File: src/rtl/spi_emu_pkg.sv
package spi_emu_pkg;

    localparam logic [7:0] OP_RD_STATUS  = 8'h05;
    localparam logic [7:0] OP_WR_EN      = 8'h06;
    localparam logic [7:0] OP_WR_DIS     = 8'h04;
    localparam logic [7:0] OP_RD_ID      = 8'h9F;
    localparam logic [7:0] OP_READ       = 8'h03;
    localparam logic [7:0] OP_SEC_ERASE  = 8'h20;
    localparam logic [7:0] OP_CHIP_ERASE = 8'hC7;
    localparam logic [7:0] OP_PROGRAM    = 8'h02;
    localparam logic [7:0] OP_RESET      = 8'h99;

    localparam int ADDR_BYTES = 3;
    localparam int ADDR_W     = 8 * ADDR_BYTES;

    typedef enum logic [2:0] {
        CLS_LOCAL,
        CLS_PLAIN_FWD,
        CLS_ADDR_FWD,
        CLS_PROGRAM,
        CLS_OTHER
    } op_class_e;

    typedef struct packed {
        logic [7:0]        op;
        logic [ADDR_W-1:0] addr;
    } cmd_t;

    function automatic op_class_e classify(input logic [7:0] op);
        case (op)
            OP_RD_STATUS, OP_WR_EN, OP_WR_DIS, OP_RD_ID: return CLS_LOCAL;
            OP_CHIP_ERASE, OP_RESET:                     return CLS_PLAIN_FWD;
            OP_SEC_ERASE:                                return CLS_ADDR_FWD;
            OP_PROGRAM:                                  return CLS_PROGRAM;
            default:                                     return CLS_OTHER;
        endcase
    endfunction

    function automatic logic drops_wel(input logic [7:0] op);
        return (op == OP_SEC_ERASE) || (op == OP_CHIP_ERASE) || (op == OP_PROGRAM);
    endfunction

endpackage

File: src/rtl/spi_emu_shifter.sv
module spi_emu_shifter (
    input  logic       clk,
    input  logic       rst,
    input  logic       sclk,
    input  logic       cs_n,
    input  logic       copi,
    input  logic [7:0] resp,
    output logic       cipo,
    output logic       byte_done,
    output logic [7:0] rx_byte,
    output logic       cs_rise,
    output logic       cs_idle
);
    logic       sclk_q, cs_q;
    logic [2:0] bit_q;
    logic [6:0] sh_q;
    logic [7:0] tx_q;
    logic       rise, fall;

    assign rise    = sclk & ~sclk_q & ~cs_n;
    assign fall    = ~sclk & sclk_q & ~cs_n;
    assign cs_rise = cs_n & ~cs_q;
    assign cs_idle = cs_q;
    assign cipo    = tx_q[7];

    always_ff @(posedge clk) begin
        if (rst) begin
            sclk_q    <= 1'b0;
            cs_q      <= 1'b1;
            bit_q     <= '0;
            sh_q      <= '0;
            tx_q      <= 8'hFF;
            byte_done <= 1'b0;
            rx_byte   <= '0;
        end else begin
            sclk_q    <= sclk;
            cs_q      <= cs_n;
            byte_done <= 1'b0;
            if (cs_n) begin
                bit_q <= '0;
                tx_q  <= 8'hFF;
            end else begin
                if (rise) begin
                    sh_q  <= {sh_q[5:0], copi};
                    bit_q <= bit_q + 3'd1;
                    if (bit_q == 3'd7) begin
                        byte_done <= 1'b1;
                        rx_byte   <= {sh_q, copi};
                    end
                end
                if (fall) begin
                    // a new response byte starts at each byte boundary
                    tx_q <= (bit_q == 3'd0) ? resp : {tx_q[6:0], 1'b1};
                end
            end
        end
    end
endmodule

File: src/rtl/spi_emu_decoder.sv
module spi_emu_decoder
    import spi_emu_pkg::*;
#(
    parameter int          PAGE_BYTES = 256,
    parameter int          CONT_CODES = 12,
    parameter logic [7:0]  MFR_ID     = 8'hEF,
    parameter logic [7:0]  DENSITY    = 8'h14,
    parameter int          LEN_W      = $clog2(PAGE_BYTES + 1),
    parameter int          PIDX_W     = $clog2(PAGE_BYTES)
) (
    input  logic              clk,
    input  logic              rst,
    input  logic              active,
    input  logic              byte_done,
    input  logic [7:0]        rx_byte,
    input  logic              cs_rise,
    input  logic              cs_idle,
    output logic [7:0]        resp,
    output logic              cmd_valid,
    input  logic              cmd_ready,
    output cmd_t              cmd,
    output logic [LEN_W-1:0]  cmd_len,
    output logic              pld_valid,
    output logic [7:0]        pld_data,
    output logic [PIDX_W-1:0] pld_idx
);
    localparam int IDX_W = $clog2(PAGE_BYTES + CONT_CODES + 8) + 1;

    logic [IDX_W-1:0]  idx_q, slot;
    logic [7:0]        op_q, cur_op, status, next_resp;
    logic [ADDR_W-1:0] addr_q;
    logic [LEN_W-1:0]  cnt_q;
    logic              wel_q, fwd_ok_q, launch, take;
    op_class_e         cls;

    assign cur_op = (idx_q == '0) ? rx_byte : op_q;
    assign slot   = idx_q + IDX_W'(1);
    assign status = {6'b0, wel_q, cmd_valid};
    assign cls    = classify(op_q);

    always_comb begin
        next_resp = 8'hFF;
        if (active) begin
            case (cur_op)
                OP_RD_STATUS: next_resp = status;
                OP_RD_ID: begin
                    if (slot <= IDX_W'(CONT_CODES))          next_resp = 8'h7F;
                    else if (slot == IDX_W'(CONT_CODES + 1)) next_resp = MFR_ID;
                    else if (slot == IDX_W'(CONT_CODES + 2)) next_resp = DENSITY;
                end
                default: next_resp = 8'hFF;
            endcase
        end
    end

    always_comb begin
        case (cls)
            CLS_PLAIN_FWD:            launch = (idx_q >= IDX_W'(1));
            CLS_ADDR_FWD, CLS_PROGRAM: launch = (idx_q >= IDX_W'(1 + ADDR_BYTES));
            default:                  launch = 1'b0;
        endcase
        launch = launch && fwd_ok_q && active && !cmd_valid;
    end

    assign take = fwd_ok_q && active && (cls == CLS_PROGRAM) && (cnt_q < LEN_W'(PAGE_BYTES));

    always_ff @(posedge clk) begin
        if (rst) begin
            idx_q     <= '0;
            op_q      <= '0;
            addr_q    <= '0;
            cnt_q     <= '0;
            wel_q     <= 1'b0;
            fwd_ok_q  <= 1'b0;
            resp      <= 8'hFF;
            cmd_valid <= 1'b0;
            cmd       <= '0;
            cmd_len   <= '0;
            pld_valid <= 1'b0;
            pld_data  <= '0;
            pld_idx   <= '0;
        end else begin
            pld_valid <= 1'b0;
            if (cmd_valid && cmd_ready) begin
                cmd_valid <= 1'b0;
                if (drops_wel(cmd.op)) wel_q <= 1'b0;
            end
            if (cs_idle) begin
                idx_q    <= '0;
                cnt_q    <= '0;
                addr_q   <= '0;
                fwd_ok_q <= 1'b0;
                resp     <= 8'hFF;
            end else if (byte_done) begin
                resp <= next_resp;
                if (idx_q != '1) idx_q <= idx_q + IDX_W'(1);
                if (idx_q == '0) begin
                    op_q     <= rx_byte;
                    fwd_ok_q <= active && !cmd_valid;
                    if (active && rx_byte == OP_WR_EN)       wel_q <= 1'b1;
                    else if (active && rx_byte == OP_WR_DIS) wel_q <= 1'b0;
                end else if (idx_q <= IDX_W'(ADDR_BYTES)) begin
                    addr_q <= {addr_q[ADDR_W-9:0], rx_byte};
                end else if (take) begin
                    pld_valid <= 1'b1;
                    pld_data  <= rx_byte;
                    pld_idx   <= cnt_q[PIDX_W-1:0];
                    cnt_q     <= cnt_q + LEN_W'(1);
                end
            end
            if (cs_rise && launch) begin
                cmd_valid <= 1'b1;
                cmd.op    <= op_q;
                cmd.addr  <= (cls == CLS_PLAIN_FWD) ? '0 : addr_q;
                cmd_len   <= (cls == CLS_PROGRAM) ? cnt_q : '0;
            end
        end
    end
endmodule

File: src/rtl/spi_emu_responder.sv
module spi_emu_responder
    import spi_emu_pkg::*;
#(
    parameter int         PAGE_BYTES = 256,
    parameter int         CONT_CODES = 12,
    parameter logic [7:0] MFR_ID     = 8'hEF,
    parameter logic [7:0] DENSITY    = 8'h14,
    localparam int        LEN_W      = $clog2(PAGE_BYTES + 1),
    localparam int        PIDX_W     = $clog2(PAGE_BYTES)
) (
    input  logic              clk,
    input  logic              rst,
    input  logic              boot_active,
    input  logic              spi_sclk,
    input  logic              spi_cs_n,
    input  logic              spi_copi,
    output logic              spi_cipo,
    output logic              cmd_valid,
    input  logic              cmd_ready,
    output logic [7:0]        cmd_op,
    output logic [ADDR_W-1:0] cmd_addr,
    output logic [LEN_W-1:0]  cmd_len,
    output logic              pld_valid,
    output logic [7:0]        pld_data,
    output logic [PIDX_W-1:0] pld_idx
);
    logic       byte_done, cs_rise, cs_idle;
    logic [7:0] rx_byte, resp;
    cmd_t       cmd;

    spi_emu_shifter u_shift (
        .clk       (clk),
        .rst       (rst),
        .sclk      (spi_sclk),
        .cs_n      (spi_cs_n),
        .copi      (spi_copi),
        .resp      (resp),
        .cipo      (spi_cipo),
        .byte_done (byte_done),
        .rx_byte   (rx_byte),
        .cs_rise   (cs_rise),
        .cs_idle   (cs_idle)
    );

    spi_emu_decoder #(
        .PAGE_BYTES (PAGE_BYTES),
        .CONT_CODES (CONT_CODES),
        .MFR_ID     (MFR_ID),
        .DENSITY    (DENSITY),
        .LEN_W      (LEN_W),
        .PIDX_W     (PIDX_W)
    ) u_dec (
        .clk       (clk),
        .rst       (rst),
        .active    (boot_active),
        .byte_done (byte_done),
        .rx_byte   (rx_byte),
        .cs_rise   (cs_rise),
        .cs_idle   (cs_idle),
        .resp      (resp),
        .cmd_valid (cmd_valid),
        .cmd_ready (cmd_ready),
        .cmd       (cmd),
        .cmd_len   (cmd_len),
        .pld_valid (pld_valid),
        .pld_data  (pld_data),
        .pld_idx   (pld_idx)
    );

    assign cmd_op   = cmd.op;
    assign cmd_addr = cmd.addr;
endmodule

File: config.mk
export PLATFORM = sky130hd
export DESIGN_NAME = spi_emu_responder
export DESIGN_NICKNAME = d
export VERILOG_FILES = /design/src/rtl/spi_emu_pkg.sv /design/src/rtl/spi_emu_shifter.sv /design/src/rtl/spi_emu_decoder.sv /design/src/rtl/spi_emu_responder.sv
export SDC_FILE = /design/constraint.sdc
export NUM_CORES = 1
export LEC_CHECK = 0
export ABC_AREA = 1
export CAP_MARGIN = 20
export CORE_MARGIN = 10
export CORE_UTILIZATION = 55
export DETAILED_ROUTE_END_ITERATION = 7
export DONT_BUFFER_PORTS = 1
export PLACE_DENSITY = 0.7
export SYNTH_ARGS = -nofsm -noshare
export SYNTH_HDL_FRONTEND = slang
export SYNTH_SLANG_ARGS = --single-unit
File: constraint.sdc
create_clock -name clk -period 2.45 [get_ports clk]
set_clock_uncertainty 0.2 [all_clocks]
set_input_delay 0.1225 -clock clk [delete_from_list [all_inputs] [get_ports clk]]
set_output_delay 0.1225 -clock clk [all_outputs]
set_load 0.005 [all_outputs]
# Yosys cells after proc, flatten, opt, wreduce, memory -nomap -nowiden
# Index checks and enable logic that the tools add are counted.
[word_totals]
register_bits = 149
in_bits = 7
out_inout_bits = 60
word_cells = 118
[classes]
addsub = 3
n_lt_le_gt_ge = 5
eq_ne = 22
mux = 22
bitwise = 13
n_reduce_logical = 32
[op_table]
columns = ["op", "count"]
rows = [
  ["8-bit by 3-bit equality test with 1-bit output (second input constant)", 6],
  ["8-bit 2-to-1 mux", 6],
  ["8-bit equality test (second input constant)", 5],
  ["24-bit 2-to-1 mux", 1],
  ["10-bit by 4-bit equality test with 1-bit output (second input constant)", 2],
  ["8-bit by 2-bit equality test with 1-bit output (second input constant)", 2],
  ["8-bit by 6-bit equality test with 1-bit output (second input constant)", 2],
  ["8-bit one-hot mux with 2 select lines", 1],
  ["3-bit one-hot mux with 4 select lines", 1],
  ["1-bit logical AND", 11],
  ["1-bit 2-to-1 mux", 11],
  ["10-bit by 1-bit adder with 10-bit output (second input constant)", 1],
  ["10-bit by 1-bit greater-or-equal comparator with 1-bit output (second input constant)", 1],
  ["10-bit by 3-bit greater-or-equal comparator with 1-bit output (second input constant)", 1],
  ["10-bit by 2-bit <= comparator with 1-bit output (second input constant)", 1],
  ["10-bit by 4-bit <= comparator with 1-bit output (second input constant)", 1],
  ["10-bit logical NOT", 1],
  ["10-bit inequality test (second input constant)", 1],
  ["9-bit by 1-bit adder with 9-bit output (second input constant)", 1],
  ["9-bit less-than comparator (second input constant)", 1],
  ["9-bit 2-to-1 mux", 1],
  ["1-bit NOT", 8],
  ["2-bit AND reduction", 4],
  ["2-bit OR reduction", 4],
  ["16 further kinds", 23],
]

# Depth between registers and ports, before layout
# Gate-level depths: netlist of the first run.
[depth]
ltp_word = 11
depth_mapped = 15
depth_no_buf = 14

# Cells and area by module
# Synthesis of the first run repeated with hierarchy kept, for this count alone.
[hier_totals]
hier_cells = 959
area_unflattened_um2 = 6717.7
[by_module_without_submodules]
columns = ["module", "instances", "cells_each", "area_per_inst_um2", "seq_area_each_um2"]
rows = [
  ["spi_emu_decoder", 1, 793, 5501.5, 2362.3],
  ["spi_emu_shifter", 1, 166, 1216.2, 580.6],
]

# Worst setup path before layout of the first run
# No wires, ideal clock.
[synth_timing]
kind = "flip-flop to flip-flop"
from = "register u_dec.idx_q[0]"
to = "register u_dec.resp[0]"
arrival_time_ns = 1.871
required_time_ns = 2.119
slack_ns = 0.247
path_stages_with_launch = 16
n_path_buf = 1
period_less_slack_ns = 2.203
path_cell_list = "dfxtp_1 -> inv_1 -> ha_1 -> buf_2 -> inv_1 -> nor2_1 -> nand3_1 -> nand2_1 -> nand2_1 -> nand2_1 -> nor2_2 -> nand3_1 -> nand2_1 -> nand2_1 -> nand2_1 -> nand3_1"
[synth_between]
elab_chain_cells = 7
elab_cells_between_ends = 13
classes_between = "1 x add/sub; 1 x order compare; 4 x eq/ne; 6 x mux; 1 x reduce/logical"
[synth_rtl]
columns = ["element", "line", "source"]
rows = [
  ["start: declaration", "spi_emu_decoder.sv:29", "logic [IDX_W-1:0] idx_q, slot;"],
  ["start signal: assignment", "spi_emu_decoder.sv:96", "if (idx_q != '1) idx_q <= idx_q + IDX_W'(1);"],
  ["10-bit by 1-bit adder with 10-bit output *", "spi_emu_decoder.sv:37", "assign slot = idx_q + IDX_W'(1);"],
  ["via u_dec.slot[0]", "spi_emu_decoder.sv:29", ""],
  ["parallel branches: the longest is 3 deep, another holds 10-bit by 4-bit <= comparator with 1-bit output", "--", ""],
  ["8-bit 2-to-1 mux *", "spi_emu_decoder.sv:47", "if (slot <= IDX_W'(CONT_CODES)) next_resp = 8'h7F;"],
  ["8-bit one-hot mux with 2 select lines *", "spi_emu_decoder.sv:44", "case (cur_op)"],
  ["8-bit 2-to-1 mux *", "spi_emu_decoder.sv:43", "if (active) begin"],
  ["end signal: assignment", "spi_emu_decoder.sv:95", "resp <= next_resp;"],
  ["end: declaration", "spi_emu_decoder.sv:18", "output logic [7:0] resp,"],
]
# Mark *: on every way through the listed nets, which the timed path passes.
# A chain may end at the register's enable or synchronous reset.

# Worst setup path after layout of the first run
[layout_timing]
from = "register u_dec.idx_q[9]"
to = "register u_dec.resp[0]"
[layout_between]
elab_chain_cells = 7
elab_cells_between_ends = 13
classes_between = "1 x add/sub; 1 x order compare; 4 x eq/ne; 6 x mux; 1 x reduce/logical"
[layout_rtl]
columns = ["element", "line"]
rows = [
  ["parallel branches: the longest is 5 deep, another holds 10-bit by 1-bit adder with 10-bit output", "--"],
  ["8-bit one-hot mux with 2 select lines *", "spi_emu_decoder.sv:44"],
  ["8-bit 2-to-1 mux *", "spi_emu_decoder.sv:43"],
]
# Mark *: on every way between the ends.

==> results of run 1 <==
final timing paths:
| path | endpoint | startpoint | cells after the start |
|---|---|---|---|
| worst min register to register | u_dec.addr_q[21] | u_dec.addr_q[21] | 2 |
| worst max-delay path | u_dec.resp[0] | u_dec.idx_q[9] | 13 |
| worst min-delay path | u_dec.cmd[25] | spi_cs_n | 5 |
| worst max register to register | u_dec.resp[0] | u_dec.idx_q[9] | 13 |
cells in the mapped netlist, types with 2 or more instances:
| library cell | count | share of area |
|---|---|---|
| nand2_1 | 168 | 0.096 |
| dfxtp_1 | 147 | 0.45 |
| nor2_1 | 113 | 0.065 |
| a21oi_1 | 102 | 0.078 |
| inv_1 | 78 | 0.045 |
| o21ai_0 | 77 | 0.059 |
| nand3_1 | 69 | 0.053 |
| clkbuf_1 | 25 | 0.014 |
| o21ai_1 | 17 | 0.013 |
| buf_2 | 13 | 0.0099 |
| nand4_1 | 13 | 0.012 |
| ha_1 | 8 | 0.015 |
| nor4_1 | 7 | 0.0067 |
| o211ai_1 | 7 | 0.0080 |
| xor2_1 | 7 | 0.0094 |
| nor3_1 | 6 | 0.0046 |
| a21oi_2 | 5 | 0.0067 |
| buf_6 | 5 | 0.0086 |
| a221oi_1 | 4 | 0.0053 |
| clkinv_1 | 4 | 0.0023 |
| a211oi_1 | 3 | 0.0034 |
| inv_2 | 3 | 0.0017 |
| buf_4 | 2 | 0.0023 |
| nand2_2 | 2 | 0.0019 |
| nor2_2 | 2 | 0.0019 |
| nor3_2 | 2 | 0.0031 |
| o221ai_1 | 2 | 0.0027 |
| or2_2 | 2 | 0.0019 |
stage by stage:
stage                     power, mW  utilization  instance area (sq um)  TNS (ns)  std cells
after floorplan               2.533            -                   6556         0        906
after global placement        2.546       0.5706                   6599         0       1014
after detailed placement      2.549       0.5706                   6599         0       1014
after CTS                     5.093       0.6275                   7257         0       1053
after global routing          5.244       0.6348                   7341   -0.1406       1057
final                         5.058       0.6348                   7341         0       1057
worst max-delay path, cell delays in order (launching register included):
cell     delay (ns)
dfxtp_1        0.36
nor2_4         0.18
nand2_1        0.11
nor2_4         0.27
buf_12         0.16
nand3_1        0.09
nand2_1        0.12
nand2_1        0.08
nor2_2         0.14
nand3_1        0.11
nand2_1        0.12
nand2_1        0.06
nand2_1        0.09
nand3_1        0.08
logic make-up after synthesis:
kind of cell	after synthesis	synth area share
adders and majority gates	8	0.01527
AOI/OAI and AO/OA	219	0.1779
buffers and inverters	133	0.08740
DFF	147	0.4489
and+or+nand+nor	391	0.2599
xor gates and xnor gates	8	0.01069
where the power goes:
| part | switching (mW) | internal (mW) | total [mW] |
|---|---|---|---|
| combinational | 0.0755 | 0.0335 | 0.109 |
| clock | 0.971 | 1.57 | 2.54 |
| sequential | 0.00758 | 2.40 | 2.41 |
sequential cells by signal, indices dropped and copies added, names as in the netlist:
| register | count |
|---|---|
| u_dec.pld_idx | 8 |
| u_shift.sh_q | 7 |
| u_dec.wel_q | 1 |
| u_dec.cnt_q | 9 |
| u_shift.byte_done | 1 |
| u_dec.op_q | 8 |
| u_dec.cmd_len | 9 |
| u_shift.bit_q | 3 |
| u_dec.pld_data | 8 |
| u_dec.resp | 6 |
| u_shift.rx_byte | 8 |
| u_shift.sclk_q | 1 |
| u_dec.pld_valid | 1 |
| u_dec.fwd_ok_q | 1 |
| u_dec.cmd | 32 |
| u_dec.idx_q | 10 |
| u_shift.tx_q | 8 |
| u_dec.cmd_valid | 1 |
| u_shift.cs_idle | 1 |
| u_dec.addr_q | 24 |
per-layer routing:
metal / GRT usage / vias to the layer above / share of wire
met5: 0 / - / 0
met4: 0.07759 / 0 / 0.024
met3: 0.06199 / 33 / 0.064
met2: 0.3128 / 141 / 0.47
met1: 0.2469 / 2714 / 0.44
li1: - / 2995 / -
cell usage in the layout (no fill, tap or decap), types with 3 or more instances in the layout:
cell	instances
a221oi_1	4
clkinv_1	4
ha_1	8
inv_1	78
nor2_1	108
dlygate4sd3_1	8
buf_4	13
nor3_1	5
nor3_2	3
a211oi_1	3
o21ai_0	77
xor2_1	7
inv_2	3
a21oi_2	5
dfxtp_1	145
nand2_1	166
o211ai_1	7
clkbuf_8	4
nor2_4	3
clkbuf_16	17
nor4_1	7
nand3_1	68
nor2_2	5
nand2_2	4
o21ai_1	17
clkinv_2	4
nand4_1	13
a21oi_1	102
layout make-up:
class | instances | share of cell area
multi-input combinational | 626 | 0.4203
sequential | 147 | 0.4012
clock buffer | 22 | 0.06460
inverter | 85 | 0.04346
timing repair buffer | 24 | 0.03153
tap | 143 | 0.02437
clock inverter | 9 | 0.01415
antenna | 1 | 0.0003409
timing repair:
action                                 in CTS  in global routing
gates resized for setup                     0                 14
endpoints found under the hold margin      78                  0
buffers inserted                            0                  3
setup endpoints to repair                   0                 60
hold buffers                                8                  0
==> results.sh, run 1 <==
export IMPL_worst_slew_margin=0.3599
export IMPL_cp_data_required_time_ns=2.54
export IMPL_cts_sinks=147
export IMPL_dieArea_sq_um=16690
export IMPL_regArea_sq_um=2945
export IMPL_area_of_the_multi_input_gates_sq_um=3085
export IMPL_drt_wl_total_mm=16.43
export IMPL_critPathMaxFanout=9
export IMPL_dp_hpwl_mm=11.65
export IMPL_core_region_area_sq_um=11560
export IMPL_chipHeight_microns=129.2
export IMPL_grt_remaining_overflow=0
export IMPL_port_buffers=0
export IMPL_postSynthRegisterBits=147
export IMPL_via_count=5883
export IMPL_number_of_optimization_iterations_in_the_first_detailed_route_pass=5
export IMPL_final_setup_viol_count=0
export IMPL_ctsHtreeMaxLevel=4
export IMPL_yosys_cell_types_count=41
export IMPL_final_hold_violation_count=0
export IMPL_max_freq_ghz=0.4359
export IMPL_syn_nets=921
export IMPL_cell_at_the_root_of_the_clock_tree="clkbuf_16"
export IMPL_grt_max_degree=68
export IMPL_num_rows=39
export IMPL_clk_latency_ns=0.42
export IMPL_post_route_period_util=0.9365
export IMPL_clock_tree_buffer_depth=2
export IMPL_routabilityCongestion=0.9898
export IMPL_avgViaCountPerCell=5.566
export IMPL_syn_to_final_growth_pct=11.97
export IMPL_async_set_or_reset_flop_fraction_in_the_synthesized_netlist=0
export IMPL_grt_use_total=0.1978
export IMPL_postSynth_topFlopCell="dfxtp_1"
export IMPL_period_needed_ns=2.294
export IMPL_final_fill_count=1058
export IMPL_power_density_nw_per_um2=689.0
export IMPL_synth_cell_area_sq_um=6556
export IMPL_detailedPlace_worstSlack_ns=0.01790
export IMPL_worst_hold_path_type="primary input to flip-flop"
export IMPL_drt_iter0_markers=427
export IMPL_syn_instance_count=906
export IMPL_final_nets=916
export IMPL_cts_inserted_buffers=17
export IMPL_num_io_pins=67
export IMPL_drive_above_1_share=0.08434
export IMPL_routedWlPerCell_microns=15.54
export IMPL_end_kind="flip-flop"
export IMPL_worst_ep_arrival_time_ns=2.39
export IMPL_dieWidth_microns=129.2
export IMPL_slew_viol_final=0
export IMPL_max_vdd_ir_drop_mv=0.5657
export IMPL_avgSynthCellArea_sq_um=7.237
export IMPL_grt_pass1_vias=5303
export IMPL_max_cap_violations=0
export IMPL_worst_slack_ns=0.1557
export IMPL_start_util=0.5669
export IMPL_antenna_found_initial=1
export IMPL_hold_ws_ns=0.07449
export IMPL_yosysWarningCount=0
export IMPL_p_leak_nw=2.974
export IMPL_clk_pin_slew_ns=0.06
export IMPL_max_slew_worst_pin_slew_ns=0.9571
export IMPL_outcome="finished clean"
export IMPL_synth_seq_area_share=0.4489
export IMPL_setup_reg_to_reg_worst_slack_ns=0.16
export IMPL_unrepaired_setup_endpoints_after_global_routing="true"
export IMPL_synth_edf_count=0
export IMPL_crit_type="flip-flop to flip-flop"
export IMPL_drc=0
export IMPL_grt_first_pass_wirelength_mm=26.91
export IMPL_critPathLaunchType="flip-flop"
export IMPL_final_antenna_net_count=0
export IMPL_tritoncts="built"
No activity file was read; power rests on OpenSTA's default activity.
==> inputs of run 2 (changes only) <==
--- a/config.mk
+++ b/config.mk
@@ -11,6 +11,7 @@
 export CORE_UTILIZATION = 55
 export DETAILED_ROUTE_END_ITERATION = 7
 export DONT_BUFFER_PORTS = 1
+export GPL_TIMING_DRIVEN = 0
 export PLACE_DENSITY = 0.7
 export SYNTH_ARGS = -nofsm -noshare
 export SYNTH_HDL_FRONTEND = slang
==> run 2 against run 1 <==
Global-route usage is 1.8 points higher. Worst setup slack worse by 0.025 ns. Worst hold slack worse by 0.046 ns. Combinational power is 10% higher. Clock-buffer cell count is 2 lower. Flip-flop and latch count stayed put. Highest routed layer unchanged. Sequential power hardly changed. Critical endpoint unchanged. Cell area is 3.1% higher. Largest cell class unchanged. Register-to-register slack worse by 0.02 ns. Fmax is 1.1% lower. Largest power group unchanged.
==> results.sh, run 2 (synthesized netlist as in run 1, its figures left out) <==
export IMPL_outcome="finished clean"
export IMPL_timing_setup_tns_ns=0
export IMPL_final_fill_count=1080
export IMPL_grt_use_total=0.2160
export IMPL_syn_to_final_growth_pct=15.42
export IMPL_post_route_period_util=0.9465
export IMPL_num_rows=39
export IMPL_max_flop_register="u_dec.cmd"
export IMPL_dieArea_sq_um=16690
export IMPL_final_common_cell="nand2_1"
export IMPL_power_density_nw_per_um2=688.6
export IMPL_met3_wire_length_mm=1.275
export IMPL_startpoint="u_dec.idx_q[0]"
export IMPL_met1Wirelength_mm=7.811
export IMPL_num_io_pins=67
export IMPL_drt_iter0_markers=512
export IMPL_p_leak_nw=3.083
export IMPL_grt_max_degree=17
export IMPL_cts_inserted_buffers=17
export IMPL_top_regs="u_dec.cmd: 32 flops, u_dec.addr_q: 24 flops, u_dec.idx_q: 10 flops"
export IMPL_reg2regPathDepth=15
export IMPL_via_count=6166
export IMPL_routed_wl_met2_mm=8.656
export IMPL_max_freq_ghz=0.4312
export IMPL_worst_hold_path_num_cells=2
export IMPL_worst_r2r_startpoint="u_dec.idx_q[0]"
export IMPL_grt_first_pass_wirelength_mm=28.89
export IMPL_start_util=0.5669
export IMPL_ctsHtreeMaxLevel=4
export IMPL_final_hold_violation_count=0
export IMPL_port_buffers=0
export IMPL_drc=0
export IMPL_core_region_area_sq_um=11560
export IMPL_grt_pass1_vias=5663
export IMPL_routabilityCongestion=0.9457
export IMPL_antenna_found_initial=1
export IMPL_clk_latency_ns=0.42
export IMPL_critPathMaxFanout=8
export IMPL_layout_cells_most_common_list="nand2_1, dfxtp_1, nor2_1, a21oi_1"
export IMPL_slew_viol_final=0
export IMPL_unrepaired_setup_endpoints_after_global_routing="true"
export IMPL_chipHeight_microns=129.2
export IMPL_cts_sinks=147
export IMPL_detailedPlace_worstSlack_ns=-0.3027
export IMPL_cell_at_the_root_of_the_clock_tree="clkbuf_16"
export IMPL_number_of_optimization_iterations_in_the_first_detailed_route_pass=5
export IMPL_end_kind="flip-flop"
export IMPL_worst_slack_ns=0.1310
export IMPL_cp_data_required_time_ns=2.52
export IMPL_grt_remaining_overflow=0
export IMPL_dieWidth_microns=129.2
export IMPL_largest_reg_flops=32
export IMPL_hold_ws_ns=0.02891
export IMPL_worst_ep_arrival_time_ns=2.39
export IMPL_final_antenna_net_count=0
export IMPL_max_vdd_ir_drop_mv=0.5498
export IMPL_max_slew_worst_pin_slew_ns=0.6831
export IMPL_drive_above_1_share=0.1020
export IMPL_final_setup_viol_count=0
export IMPL_clk_pin_slew_ns=0.06
export IMPL_hold_start="rst"
export IMPL_dp_hpwl_mm=13.43
export IMPL_crit_type="flip-flop to flip-flop"
export IMPL_top_layer_used="met4"
export IMPL_max_cap_violations=0
export IMPL_worst_slew_margin=0.5446
export IMPL_worst_hold_path_type="primary input to flip-flop"
export IMPL_avgViaCountPerCell=5.631
export IMPL_power_mw=5.211
export IMPL_drt_wl_total_mm=18.23
export IMPL_routedWlPerCell_microns=16.65
export IMPL_clock_tree_buffer_depth=2
export IMPL_period_needed_ns=2.319
export IMPL_critPathLaunchType="flip-flop"
export IMPL_final_nets=953
export IMPL_tritoncts="built"
==> run 2: cell types whose count changed in the layout (fill, tap and decap cells not counted), moves of 3 or more <==
cell / previous run / this run
nor2_4: 3 / 6
buf_2: 0 / 11
clkbuf_1: 2 / 25
buf_6: 0 / 5
buf_4: 13 / 6
==> run 2: path summary, 6_finish.rpt <==
kind / to / slack (ns)
max: u_dec.resp[0] / 0.13
min: u_shift.rx_byte[1] / 0.03
max reg2reg: u_dec.resp[0] / 0.13
min reg2reg: u_dec.addr_q[19] / 0.26
==> run 2: where the power goes <==
group	switching [mW]	leakage (nW)	internal, mW
registers	0.00774	1.19	2.40
clock network	1.00	0.294	1.68
logic	0.0847	1.60	0.0351
==> run 2: layout make-up <==
type	instances	area, sq um	share of cell area
multi-input cells	627	3128	0.4134
flip-flops and latches	147	2950	0.3899
clock buffers	20	466.7	0.06167
inverters	85	319.1	0.04216
plain buffers	48	259.0	0.03423
well taps	143	178.9	0.02364
clock inverters	12	152.6	0.02017
repair buffers	12	110.1	0.01455
diodes	1	2.502	0.0003307
==> run 2: per-stage QoR <==
step,area (sq um),util,cells
finish,7567,0.6543,1095
global route,7567,0.6543,1095
CTS,7448,0.6441,1089
detailed placement,6735,0.5824,1049
global placement,6735,0.5824,1049
floorplan,6556,-,906
==> run 2: what timing repair did <==
action / CTS / global route
endpoints found under the hold margin: 47 / 0
setup buffers: 0 / 4
pin swaps: 0 / 4
setup endpoints to repair: 6 / 52
gates resized for setup: 3 / 24
cloned: 0 / 1
hold buffers: 8 / 0
==> run 2: layer usage <==
layer,global-route usage,vias up
met5,0,-
met1,0.2616,2888
li1,-,3077
met2,0.3524,167
met4,0.09699,0
met3,0.05873,34
==> run 2: critical path, stage by stage (launching register included) <==
cell	delay, ns
dfxtp_4	0.37
inv_1	0.12
ha_1	0.16
clkbuf_4	0.18
inv_2	0.07
nor2_4	0.16
nand3_4	0.13
nand2_1	0.10
nand2_2	0.08
nand2_1	0.12
nor2_4	0.05
buf_4	0.12
nand2_1	0.07
o21ai_0	0.08
inv_1	0.06
nand3_1	0.07
==> inputs of run 3 (changes only) <==
--- a/config.mk
+++ b/config.mk
@@ -6,13 +6,12 @@
 export NUM_CORES = 1
 export LEC_CHECK = 0
 export ABC_AREA = 1
+export BUFFER_PORTS_ARGS = -buffer_cell sky130_fd_sc_hd__buf_2
 export CAP_MARGIN = 20
 export CORE_MARGIN = 10
-export CORE_UTILIZATION = 55
+export CORE_UTILIZATION = 40
 export DETAILED_ROUTE_END_ITERATION = 7
-export DONT_BUFFER_PORTS = 1
 export GPL_TIMING_DRIVEN = 0
-export PLACE_DENSITY = 0.7
 export SYNTH_ARGS = -nofsm -noshare
 export SYNTH_HDL_FRONTEND = slang
 export SYNTH_SLANG_ARGS = --single-unit
==> run 3 against run 2 <==
Worst setup slack improved by 0.034 ns. Utilization fell by 16 points. Die area is 31% higher. Via count grew 0.31%. Non-clock buffer count grew 61. Largest cell class unchanged.
==> results.sh, run 3 (synthesized netlist as in run 1, its figures left out) <==
export IMPL_outcome="finished clean"
export IMPL_layout_cells_most_common_list="nand2_1, dfxtp_1, nor2_1, a21oi_1"
export IMPL_max_vdd_ir_drop_mv=0.4616
export IMPL_clk_latency_ns=0.42
export IMPL_dp_hpwl_mm=13.56
export IMPL_cts_inserted_buffers=17
export IMPL_critPathLaunchType="flip-flop"
export IMPL_routed_wl_met2_mm=8.313
export IMPL_max_flop_register="u_dec.cmd"
export IMPL_n_antenna_cell=0
export IMPL_grt_use_total=0.1656
export IMPL_core_region_area_sq_um=16000
export IMPL_critPathMaxFanout=10
export IMPL_crit_type="flip-flop to flip-flop"
export IMPL_worst_r2r_startpoint="u_dec.idx_q[0]"
export IMPL_met3_wire_length_microns=850
export IMPL_post_route_period_util=0.9327
export IMPL_finalCoreUtilization=0.4946
export IMPL_setup_reg_to_reg_worst_slack_ns=0.16
export IMPL_grt_remaining_overflow=0
export IMPL_routedWlPerCell_microns=14.87
export IMPL_cp_data_required_time_ns=2.56
export IMPL_reg2regPathDepth=9
export IMPL_port_buffers=66
export IMPL_clk_pin_slew_ns=0.06
export IMPL_worst_slew_margin=0.5515
export IMPL_largest_reg_flops=32
export IMPL_drive_above_1_share=0.1592
export IMPL_worst_r2r_endpoint="u_dec.addr_q[23]"
export IMPL_max_freq_ghz=0.4376
export IMPL_num_io_pins=67
export IMPL_placed_cell_area_sq_um=7157
export IMPL_drt_iter0_markers=369
export IMPL_post_cts_buffers=0
export IMPL_min_delay_worst_endpoint="u_dec.pld_idx[0]"
export IMPL_cts_sinks=147
export IMPL_clock_tree_buffer_depth=2
export IMPL_start_util=0.4098
export IMPL_hold_start="u_dec.pld_idx[0]"
export IMPL_worst_hold_path_type="flip-flop to flip-flop"
export IMPL_antenna_found_initial=0
export IMPL_finished_cell_area_sq_um=7914
export IMPL_final_common_cell="nand2_1"
export IMPL_top_regs="u_dec.cmd: 32 flops, u_dec.addr_q: 24 flops, u_dec.idx_q: 10 flops"
export IMPL_max_slew_worst_pin_slew_ns=0.6728
export IMPL_num_rows=46
export IMPL_unrepaired_setup_endpoints_after_global_routing="false"
export IMPL_avgViaCountPerCell=5.041
export IMPL_p_leak_nw=3.406
export IMPL_final_setup_viol_count=0
export IMPL_routabilityCongestion=0.9220
export IMPL_dieWidth_microns=148.0
export IMPL_final_cells=1227
export IMPL_grt_first_pass_wirelength_mm=29.81
export IMPL_end_kind="flip-flop"
export IMPL_chipHeight_microns=148.0
export IMPL_drt_wl_total_mm=18.25
export IMPL_ctsHtreeMaxLevel=4
export IMPL_period_needed_ns=2.285
export IMPL_dieArea_sq_um=21910
export IMPL_grt_pass1_vias=5800
export IMPL_drc=0
export IMPL_power_mw=5.143
export IMPL_max_cap_violations=0
export IMPL_slew_viol_final=0
export IMPL_cell_at_the_root_of_the_clock_tree="clkbuf_16"
export IMPL_number_of_optimization_iterations_in_the_first_detailed_route_pass=4
export IMPL_worst_hold_path_num_cells=2
export IMPL_syn_to_final_growth_pct=20.71
export IMPL_top_layer_used="met4"
export IMPL_power_density_nw_per_um2=649.9
export IMPL_via_count=6185
export IMPL_final_nets=1014
export IMPL_hold_ws_ns=0.2453
export IMPL_tritoncts="built"
export IMPL_grt_max_degree=17
export IMPL_worst_ep_arrival_time_ns=2.40
export IMPL_met1Wirelength_mm=8.854
export IMPL_final_antenna_net_count=0
export IMPL_final_hold_violation_count=0
export IMPL_place_inst=1188
## run 3: repair_timing
| action | CTS | global route |
|---|---|---|
| setup endpoints to repair | 5 | 52 |
| cloned | 0 | 1 |
| hold buffers | 7 | 0 |
| gates resized for setup | 2 | 30 |
| pin swaps | 0 | 2 |
| hold endpoints to repair | 15 | 0 |
## run 3: worst max-delay path by stage
stage / start / end / slack, ns / cells after the start
after global placement: u_dec.idx_q[0] / u_dec.resp[6] / -0.20 / 15
after CTS: u_dec.idx_q[0] / u_dec.resp[6] / 0.01 / 15
final: u_dec.idx_q[0] / u_dec.addr_q[23] / 0.16 / 9
after detailed placement: u_dec.idx_q[0] / u_dec.resp[0] / -0.20 / 15
after floorplan: u_dec.idx_q[0] / u_dec.resp[0] / 0.25 / 15
after global routing: u_dec.op_q[0] / u_dec.cmd[22] / 0.002 / 10
## run 3: worst max-delay path, cell delays in order (launching register included)
cell and delay [ns]:
dfxtp_4 0.38, inv_1 0.09, ha_1 0.19, clkbuf_4 0.18, clkbuf_4 0.20, nor3_2 0.30, inv_2 0.15, clkbuf_1 0.26
nor2_1 0.15, nor2_1 0.06
## run 3: cell type report
type / instances / area (sq um)
clock buffers: 18 / 429.2
multi-input cells: 627 / 3124
repair buffers: 73 / 400.4
fillers: 1703 / 8087
inverters: 85 / 321.6
well taps: 216 / 270.3
clock inverters: 13 / 158.9
flip-flops and latches: 147 / 2949
plain buffers: 48 / 260.3
## run 3: power breakdown
part	internal [mW]	leakage [nW]	switching [mW]	total, mW
registers	2.40	1.19	0.00752	2.41
clock network	1.59	0.282	1.02	2.61
logic	0.0380	1.94	0.0873	0.125
## run 3: layer usage
layer | vias up | track usage
met3 | 18 | 0.03846
met4 | 0 | 0.05302
li1 | 3194 | -
met1 | 2849 | 0.2188
met5 | - | 0
met2 | 124 | 0.2603
## run 3: per-stage QoR
stage               TNS, ns  setup WS, ns
global placement    -0.8071       -0.2020
CTS                       0       0.01486
global route              0      0.001649
floorplan                 0        0.2474
finish                    0        0.1648
detailed placement  -0.8142       -0.2026
